==> src/rtl/xp_pkg.sv <==
package xp_pkg;
  typedef enum logic {
    SLOT_FREE = 1'b0,
    SLOT_HELD = 1'b1
  } slot_e;
endpackage

==> src/rtl/xp_alloc.sv <==
module xp_alloc
  import xp_pkg::*;
#(
  parameter int N_REQ = 4,
  parameter int IDX_W = (N_REQ > 1) ? $clog2(N_REQ) : 1
) (
  input  logic             clk,
  input  logic             rst_n,
  input  logic [N_REQ-1:0] hit,
  input  logic             mem_ready,
  output logic             active,
  output logic [IDX_W-1:0] owner,
  output logic [N_REQ-1:0] gnt
);
  slot_e            state_q;
  logic [IDX_W-1:0] owner_q;
  logic [IDX_W-1:0] pick;

  // lowest index wins among the requesters aimed at this memory
  always_comb begin
    pick = '0;
    for (int k = N_REQ - 1; k >= 0; k--) begin
      if (hit[k]) pick = IDX_W'(k);
    end
  end

  assign active = (state_q == SLOT_HELD) || (|hit);
  assign owner  = (state_q == SLOT_HELD) ? owner_q : pick;

  always_comb begin
    for (int k = 0; k < N_REQ; k++) begin
      gnt[k] = active && (owner == IDX_W'(k));
    end
  end

  always_ff @(posedge clk or negedge rst_n) begin
    if (!rst_n) begin
      state_q <= SLOT_FREE;
      owner_q <= '0;
    end else if (active && !mem_ready) begin
      state_q <= SLOT_HELD;
      owner_q <= owner;
    end else begin
      state_q <= SLOT_FREE;
    end
  end

  p_single_owner_r8: assert property (@(posedge clk) disable iff (!rst_n)
    $onehot0(gnt));

  p_grant_targets_r1: assert property (@(posedge clk) disable iff (!rst_n)
    (|gnt) |-> (|(gnt & hit)));

  p_lock_kept_r5: assert property (@(posedge clk) disable iff (!rst_n)
    (active && !mem_ready) |=> (active && owner == $past(owner)));

  p_top_priority_r3: assert property (@(posedge clk) disable iff (!rst_n)
    (state_q == SLOT_FREE && hit[0]) |-> gnt[0]);

  p_holder_waits_r4: assert property (@(posedge clk) disable iff (!rst_n)
    (state_q == SLOT_HELD) |-> hit[owner_q]);
endmodule

==> src/rtl/xp_fwd.sv <==
module xp_fwd #(
  parameter int N_REQ  = 4,
  parameter int IDX_W  = 2,
  parameter int ADDR_W = 16,
  parameter int DATA_W = 32
) (
  input  logic                         active,
  input  logic [IDX_W-1:0]             owner,
  input  logic [N_REQ-1:0][ADDR_W-1:0] req_addr,
  input  logic [N_REQ-1:0]             req_we,
  input  logic [N_REQ-1:0][DATA_W-1:0] req_wdata,
  output logic                         mem_valid,
  output logic [ADDR_W-1:0]            mem_addr,
  output logic                         mem_we,
  output logic [DATA_W-1:0]            mem_wdata
);
  always_comb begin
    mem_valid = active;
    mem_addr  = '0;
    mem_we    = 1'b0;
    mem_wdata = '0;
    if (active) begin
      mem_addr  = req_addr[owner];
      mem_we    = req_we[owner];
      mem_wdata = req_wdata[owner];
    end
  end
endmodule

==> src/rtl/xp_ret.sv <==
module xp_ret #(
  parameter int N_MEM  = 16,
  parameter int SEL_W  = 4,
  parameter int DATA_W = 32
) (
  input  logic                         clk,
  input  logic                         rst_n,
  input  logic                         req_valid,
  input  logic [SEL_W-1:0]             tgt,
  input  logic [N_MEM-1:0]             gcol,
  input  logic [N_MEM-1:0]             mem_ready,
  input  logic [N_MEM-1:0][DATA_W-1:0] mem_rdata,
  output logic                         req_ready,
  output logic [DATA_W-1:0]            rsp_rdata
);
  assign req_ready = |(gcol & mem_ready);
  assign rsp_rdata = mem_rdata[tgt];

  p_one_path_r8: assert property (@(posedge clk) disable iff (!rst_n)
    $onehot0(gcol));

  p_done_needs_req_r6: assert property (@(posedge clk) disable iff (!rst_n)
    req_ready |-> req_valid);

  p_path_matches_sel_r1: assert property (@(posedge clk) disable iff (!rst_n)
    (|gcol) |-> gcol[tgt]);
endmodule

==> src/rtl/mem_crosspoint.sv <==
module mem_crosspoint #(
  parameter int N_REQ  = 4,
  parameter int N_MEM  = 16,
  parameter int ADDR_W = 16,
  parameter int DATA_W = 32
) (
  input  logic                         clk,
  input  logic                         rst_n,
  input  logic [N_REQ-1:0]             req_valid,
  output logic [N_REQ-1:0]             req_ready,
  input  logic [N_REQ-1:0][ADDR_W-1:0] req_addr,
  input  logic [N_REQ-1:0]             req_we,
  input  logic [N_REQ-1:0][DATA_W-1:0] req_wdata,
  output logic [N_REQ-1:0][DATA_W-1:0] rsp_rdata,
  output logic [N_MEM-1:0]             mem_valid,
  input  logic [N_MEM-1:0]             mem_ready,
  output logic [N_MEM-1:0][ADDR_W-1:0] mem_addr,
  output logic [N_MEM-1:0]             mem_we,
  output logic [N_MEM-1:0][DATA_W-1:0] mem_wdata,
  input  logic [N_MEM-1:0][DATA_W-1:0] mem_rdata
);
  localparam int SEL_W = (N_MEM > 1) ? $clog2(N_MEM) : 1;
  localparam int IDX_W = (N_REQ > 1) ? $clog2(N_REQ) : 1;

  logic [N_REQ-1:0][SEL_W-1:0] tgt;
  logic [N_MEM-1:0][N_REQ-1:0] hit;
  logic [N_MEM-1:0][N_REQ-1:0] gnt;
  logic [N_REQ-1:0][N_MEM-1:0] gcol;
  logic [N_MEM-1:0]            active;
  logic [N_MEM-1:0][IDX_W-1:0] owner;

  for (genvar i = 0; i < N_REQ; i++) begin : g_dec
    assign tgt[i] = req_addr[i][ADDR_W-1 -: SEL_W];
    for (genvar j = 0; j < N_MEM; j++) begin : g_cross
      assign hit[j][i]  = req_valid[i] && (tgt[i] == SEL_W'(j));
      assign gcol[i][j] = gnt[j][i];
    end
  end

  for (genvar j = 0; j < N_MEM; j++) begin : g_mem
    xp_alloc #(.N_REQ(N_REQ), .IDX_W(IDX_W)) u_alloc (
      .clk       (clk),
      .rst_n     (rst_n),
      .hit       (hit[j]),
      .mem_ready (mem_ready[j]),
      .active    (active[j]),
      .owner     (owner[j]),
      .gnt       (gnt[j])
    );
    xp_fwd #(.N_REQ(N_REQ), .IDX_W(IDX_W), .ADDR_W(ADDR_W), .DATA_W(DATA_W)) u_fwd (
      .active    (active[j]),
      .owner     (owner[j]),
      .req_addr  (req_addr),
      .req_we    (req_we),
      .req_wdata (req_wdata),
      .mem_valid (mem_valid[j]),
      .mem_addr  (mem_addr[j]),
      .mem_we    (mem_we[j]),
      .mem_wdata (mem_wdata[j])
    );
  end

  for (genvar i = 0; i < N_REQ; i++) begin : g_req
    xp_ret #(.N_MEM(N_MEM), .SEL_W(SEL_W), .DATA_W(DATA_W)) u_ret (
      .clk       (clk),
      .rst_n     (rst_n),
      .req_valid (req_valid[i]),
      .tgt       (tgt[i]),
      .gcol      (gcol[i]),
      .mem_ready (mem_ready),
      .mem_rdata (mem_rdata),
      .req_ready (req_ready[i]),
      .rsp_rdata (rsp_rdata[i])
    );
  end

  // a requester holding a stalled memory must not show completion
  p_no_early_done_r4: assert property (@(posedge clk) disable iff (!rst_n)
    (mem_valid[0] && !mem_ready[0]) |-> !(|(req_ready & gnt[0])));

  p_idle_mem_quiet_r8: assert property (@(posedge clk) disable iff (!rst_n)
    (req_valid == '0) |-> (mem_valid == '0) || $past(mem_valid != '0));
endmodule

==> config.mk <==
export PLATFORM = sky130hd
export DESIGN_NAME = mem_crosspoint
export DESIGN_NICKNAME = d
export VERILOG_FILES = /design/src/rtl/xp_pkg.sv /design/src/rtl/xp_alloc.sv /design/src/rtl/xp_fwd.sv /design/src/rtl/xp_ret.sv /design/src/rtl/mem_crosspoint.sv
export SDC_FILE = /design/constraint.sdc
export NUM_CORES = 2
export LEC_CHECK = 0
export CELL_PAD_IN_SITES_DETAIL_PLACEMENT = 0
export CELL_PAD_IN_SITES_GLOBAL_PLACEMENT = 1
export CORE_AREA = 2 2 647 649
export DETAILED_ROUTE_END_ITERATION = 10
export DIE_AREA = 0 0 649 651
export DONT_BUFFER_PORTS = 1
export PLACE_DENSITY = 0.3
export SLEW_MARGIN = 10
export SYNTH_ARGS = -nofsm -noshare
export SYNTH_HDL_FRONTEND = slang
export SYNTH_SLANG_ARGS = --single-unit
==> constraint.sdc <==
create_clock -name clk -period 5.9 [get_ports clk]
set_input_delay 1.475 -clock clk [delete_from_list [all_inputs] [get_ports clk]]
set_output_delay 1.475 -clock clk [all_outputs]
set_load 0.01 [all_outputs]
Word level (Yosys, flattened, before mapping)
Cells that the tools add are included.
{"block": "totals", "in_bits": 730, "elab_cells": 628, "regBits": 48, "output_inout_bits": 932}
{"block": "op_classes", "n_mux": 248, "eq_ne": 108, "reduce_logical": 216, "bitwise": 4, "magnitude_cmp": 20}
{"cell": "$mux W32", "count": 36}
{"cell": "$bmux W32 S2", "count": 16}
{"cell": "$bmux W16 S2", "count": 16}
{"cell": "$bmux W32 S4", "count": 4}
{"cell": "$mux W16", "count": 32}
{"cell": "$mux W2", "count": 80}
{"cell": "$logic_and A1 B1 Y1", "count": 144}
{"cell": "$eq A4 B4 Y1 const B", "count": 32}
{"cell": "$and A16 B16 Y16", "count": 4}
{"cell": "$eq A2 B2 Y1 const B", "count": 32}
{"cell": "$eq A4 B3 Y1 const B", "count": 16}
{"cell": "$reduce_or A16 Y1", "count": 4}
{"cell": "$reduce_or A4 Y1", "count": 16}
{"cell": "$lt A2 B3 Y1 const B", "count": 16}
{"cell": "$mux W1", "count": 48}
{"cell": "$bmux W1 S2", "count": 16}
{"cell": "$eq A2 B1 Y1 const B", "count": 16}
{"cell": "$eq A4 B2 Y1 const B", "count": 8}
{"cell": "$logic_not A2 Y1", "count": 16}
{"cell": "$lt A4 B5 Y1 const B", "count": 4}
{"cell": "$eq A4 B1 Y1 const B", "count": 4}
{"cell": "$logic_not A1 Y1", "count": 16}
{"cell": "$logic_not A4 Y1", "count": 4}
{"cell": "$logic_or A1 B1 Y1", "count": 16}

Logic depth before layout (Yosys ltp)
{"block": "depth", "ltp_word": 11, "depth_mapped": 12, "ltp_nobuf": 7}

Hierarchy
A second synthesis with hierarchy kept.
{"block": "unflattened", "cells_unflattened": 4380, "hier_area_um2": 42365.6}
{"mod": "xp_fwd", "n_inst": 16, "cells_each": 171, "seq_area_each_um2": 0.0, "area_each_um2": 1447.6}
{"mod": "xp_ret", "n_inst": 4, "cells_each": 280, "seq_area_each_um2": 0.0, "area_each_um2": 3787.4}
{"mod": "xp_alloc", "n_inst": 16, "cells_each": 27, "seq_area_each_um2": 75.1, "area_each_um2": 224.0}
{"mod": "mem_crosspoint", "n_inst": 1, "cells_each": 92, "seq_area_each_um2": 0.0, "area_each_um2": 470.5}

Worst setup path after synthesis
Ideal clock, no wire load.
{"block": "synth_path", "path_kind": "input to output", "start": "input req_addr[47] in the netlist's numbering", "end": "output mem_wdata[486] in the netlist's numbering", "n_path_buf": 3, "slack_ns": 0.813, "path_stages": 8, "required_ns": 4.425, "arrival_ns": 3.612, "cell_sequence": "buf_2 > and3_1 > buf_2 > a311o_1 > a22oi_4 > buf_4 > mux4_2 > and2_1"}
{"item": "start, declared", "line_no": "mem_crosspoint.sv:11", "source": "input logic [N_REQ-1:0][ADDR_W-1:0] req_addr,"}
{"item": "end, declared", "line_no": "mem_crosspoint.sv:19", "source": "output logic [N_MEM-1:0][DATA_W-1:0] mem_wdata,"}

==> metrics.md <==
| Metric | Value |
|---|---|
| Status | `finished, violations left` |
| Failing checks | `slew limit, setup timing` |
| Clock sink total | `48` |
| PnR worst setup slack | `-0.000895 ns` |
| Hold-fix buffers at CTS | `0` |
| Metal3 WL | `between 30000 and 40000 µm` |
| Yosys reg bits | `48` |
| Initial Utilization | `about a tenth` |
| Register area share after synthesis | `about 2.8%` |
| Clk_lat worst skew | `around 0.35 ns` |
| Syn. warnings | `0` |
| Clock Power Share | `under 10%` |
| Pwr per Cell Area | `between 100 and 150 nW/µm²` |
| Period Utilization, post-route | `100%` |
| Number of synthesized flops with an enable pin | `0` |
| Max Clk Rate | `between 150 and 200 MHz` |
| Total Routing Usage GR | `a little under a fifth` |
| Worst slew pin tran | `2.00 ns` |
| 1st-pass router iterations | `5` |
| CTS Buf Count | `5` |
| Largest net degree at the start of global routing | `155` |
| Die boundary height | `651 µm` |
| CP Launch Type | `input pin` |
| DIE WIDTH | `649 µm` |
| Grt ovf | `0` |
| Setup violations, final | `1` |
| Die footprint | `~420000 µm²` |
| Max Transition Viols Final | `~180` |
| Vias post-DR | `between 40000 and 50000` |
| Placer Congestion | `0.909` |
| Power Total | `approximately 6.8 mW` |
| # IOs | `between 1500 and 2000` |
| Slew margin rel. | `-33.5%` |
| Switching Power | `approximately 3.6 mW` |
| Final Instance Area | `52100 µm²` |
| Global-route wire length before repair | `about 530000 µm` |
| Final min period | `roughly 5.9 ns` |
| Commonest non-fill, non-tap cell in the layout | `mux4_2` |
| Power share of the combinational group | `86.4%` |
| H-tree depth | `2` |
| Initial antenna violation count | `66` |
| Root buffer cell | `clkbuf_16` |
| Hpwl dp | `between 300000 and 400000 µm` |
| Nets@finish | `4416` |
| Std cell rows | `237` |
| CP Max Fanout | `69` |
| Worst-path clk slew | `about 0.080 ns` |
| Syn Inst Count | `slightly below 4000` |
| Leak | `15.5 nW` |
| RSZ-0062 raised after global routing | `yes` |
| Fin Setup TNS | `-0.000895 ns` |
| Vias in the first global route | `between 40000 and 50000` |
| Flop pwr share | `around 7.3%` |
| DP Area | `roughly 50000 µm²` |
| Async set-reset flop share out of synthesis | `100%` |
| Final Hold Viols | `0` |
| Post-CTS setup buffer count | `0` |
| Most frequent cells in the layout | `mux4_2, and2_1, nand2_1` |
| WP data required | `4.43 ns` |
| Dominant cells by area after synthesis | `mux4_2, and2_1, o221ai_1, nand2_1, clkbuf_1` |
| Metal2 WL | `between 200000 and 250000 µm` |
| CP arrival | `between 4 and 5 ns` |
| Endpoint type of the worst setup path | `primary output` |
| Yosys top cell area share | `slightly above 60%` |
| 1st-iter DRT viols | `~6100` |
| Fin Clk Skew | `about 0.011 ns` |
| CTS tree | `done` |
| Syn Nets | `4690` |
| DRC Markers | `0` |
| Switching Share | `53.1%` |
| Setup Crit Path Kind | `input pin to primary output` |
| # Max-Cap Violations | `0` |
| Max Used Layer | `met5` |
| Vias per cell | `around 4.8` |
| Layout area overhead | `21.8%` |
| Clock buffer depth | `2` |
| Hold WC Path Type | `flop to flop` |
| Netlist cell types | `70` |
| Core Footprint | `just over 400000 µm²` |
| Final antenna-violating net count | `0` |
| Int Pwr | `3.21 mW` |
| Syn avg cell area | `roughly 11 µm²` |
| Wire per inst | `~46 µm` |
| Port bufs | `0` |
| Post-route core utilization | `approximately 13%` |
| Cell taking the most area after synthesis | `mux4_2` |
| Total Wirelength | `approximately 420000 µm` |
| Worst vdd ir | `approximately 0.00011 V` |
| Reg2reg setup slack | `~3.6 ns` |
| Synthesized area | `about 43000 µm²` |
| Met1 Wirelength | `roughly 150000 µm` |
| Share of cells above drive strength 1 | `47.4%` |
| Top FF cell, synth | `dfrtp_1` |
==> power by group through the flow <==
stage               logic, mW  registers [mW]  clock network (mW)
finish                   5.91           0.502               0.424
global placement         5.83           0.507                   0
detailed placement       5.82           0.506                   0
global route             6.12           0.511               0.447
floorplan                3.73           0.459                   0
CTS                      5.84           0.501               0.439
==> cell usage after synthesis, types with 4 or more instances <==
library cell  count
a211oi_1          5
mux2_2            6
nand3b_1          6
mux4_2         1183
nand3_1          27
and3_1            6
or3b_1            5
a221oi_1          4
nor2b_1          10
nand2_1         549
o22a_1            4
and2_1          558
o2111ai_1         4
a221o_1           4
o21ai_0          14
and3b_1           6
nand2b_1         14
a21boi_1          4
buf_2           127
and2_0            4
o221ai_1        244
o22ai_1          12
a31oi_1         247
nand4_1          27
or2_1             6
nor2_1           58
a21oi_2           6
buf_1            45
nor3_1           11
a21o_1            6
buf_6            12
or2_2             6
buf_4            54
o21ai_1          10
a21oi_1          50
a311o_1           4
clkbuf_1        499
dfrtp_1          48
inv_1            24
==> routing by layer <==
metal / track usage [%] / vias up
li1: - / 15900
met1: 20.6 / 24700
met2: 34.1 / 3512
met3: 5.24 / 726
met4: 9.52 / 12
met5: 0.430 / -
==> critical path, stage by stage <==
cell and delay, ns:
buf_16 0.21, and3b_1 0.47, a221oi_1 0.13, buf_4 0.18
a21boi_4 0.32, nand2b_4 0.21, buf_12 0.28, o221ai_1 0.16
a31oi_1 0.51, buf_4 0.23
==> through the flow <==
| step | std cells | hold slack, ns | worst slack [ns] |
|---|---|---|---|
| floorplan | 3960 | 0.481 | 0.813 |
| global placement | 9169 | 0.526 | -0.116 |
| detailed placement | 9169 | 0.536 | -0.124 |
| CTS | 9177 | 0.557 | 0.0475 |
| global route | 9238 | 0.575 | -0.0237 |
| finish | 9260 | 0.551 | -0.000895 |
==> state kept, by name, summed over array words and instances (netlist names) <==
name,count
g_mem.u_alloc.owner_q,32
g_mem.u_alloc.state_q,16
==> kinds of logic after synthesis <==
kind of cell	count (synthesis)	synth area share, %
AOI/OAI and AO/OA	648	11.3
buffers and inverters	762	7.74
muxes	1190	62.5
DFF	48	2.81
and+or+nand+nor	1312	15.7
==> worst paths after layout <==
path	from	end	cells past startpoint
max in group asynchronous	rst_n	g_mem[11].u_alloc.owner_q[0]	0
min	g_mem[7].u_alloc.owner_q[0]	g_mem[7].u_alloc.owner_q[0]	1
min reg2reg	g_mem[7].u_alloc.owner_q[0]	g_mem[7].u_alloc.owner_q[0]	1
max reg2reg	g_mem[3].u_alloc.state_q	g_mem[3].u_alloc.owner_q[0]	7
max	req_addr[28]	mem_wdata[303]	10
min in group asynchronous	rst_n	g_mem[4].u_alloc.owner_q[0]	0
==> cell type report <==
cell class	count	area, µm²
diodes	76	190
inverters	25	105
clock buffers	5	125
well taps	5497	6880
multi-input cells	3150	38700
repair buffers	456	4790
flip-flops and latches	48	1200
fillers	46800	363000
clock inverters	3	68.8
==> repair_timing <==
item                                    in CTS  in global routing
endpoints found under the setup margin       8                 92
resized for setup                            4                  9
gates cloned                                 0                  1
endpoints found under the hold margin        0                  0
(Power assumes the default switching activity.)
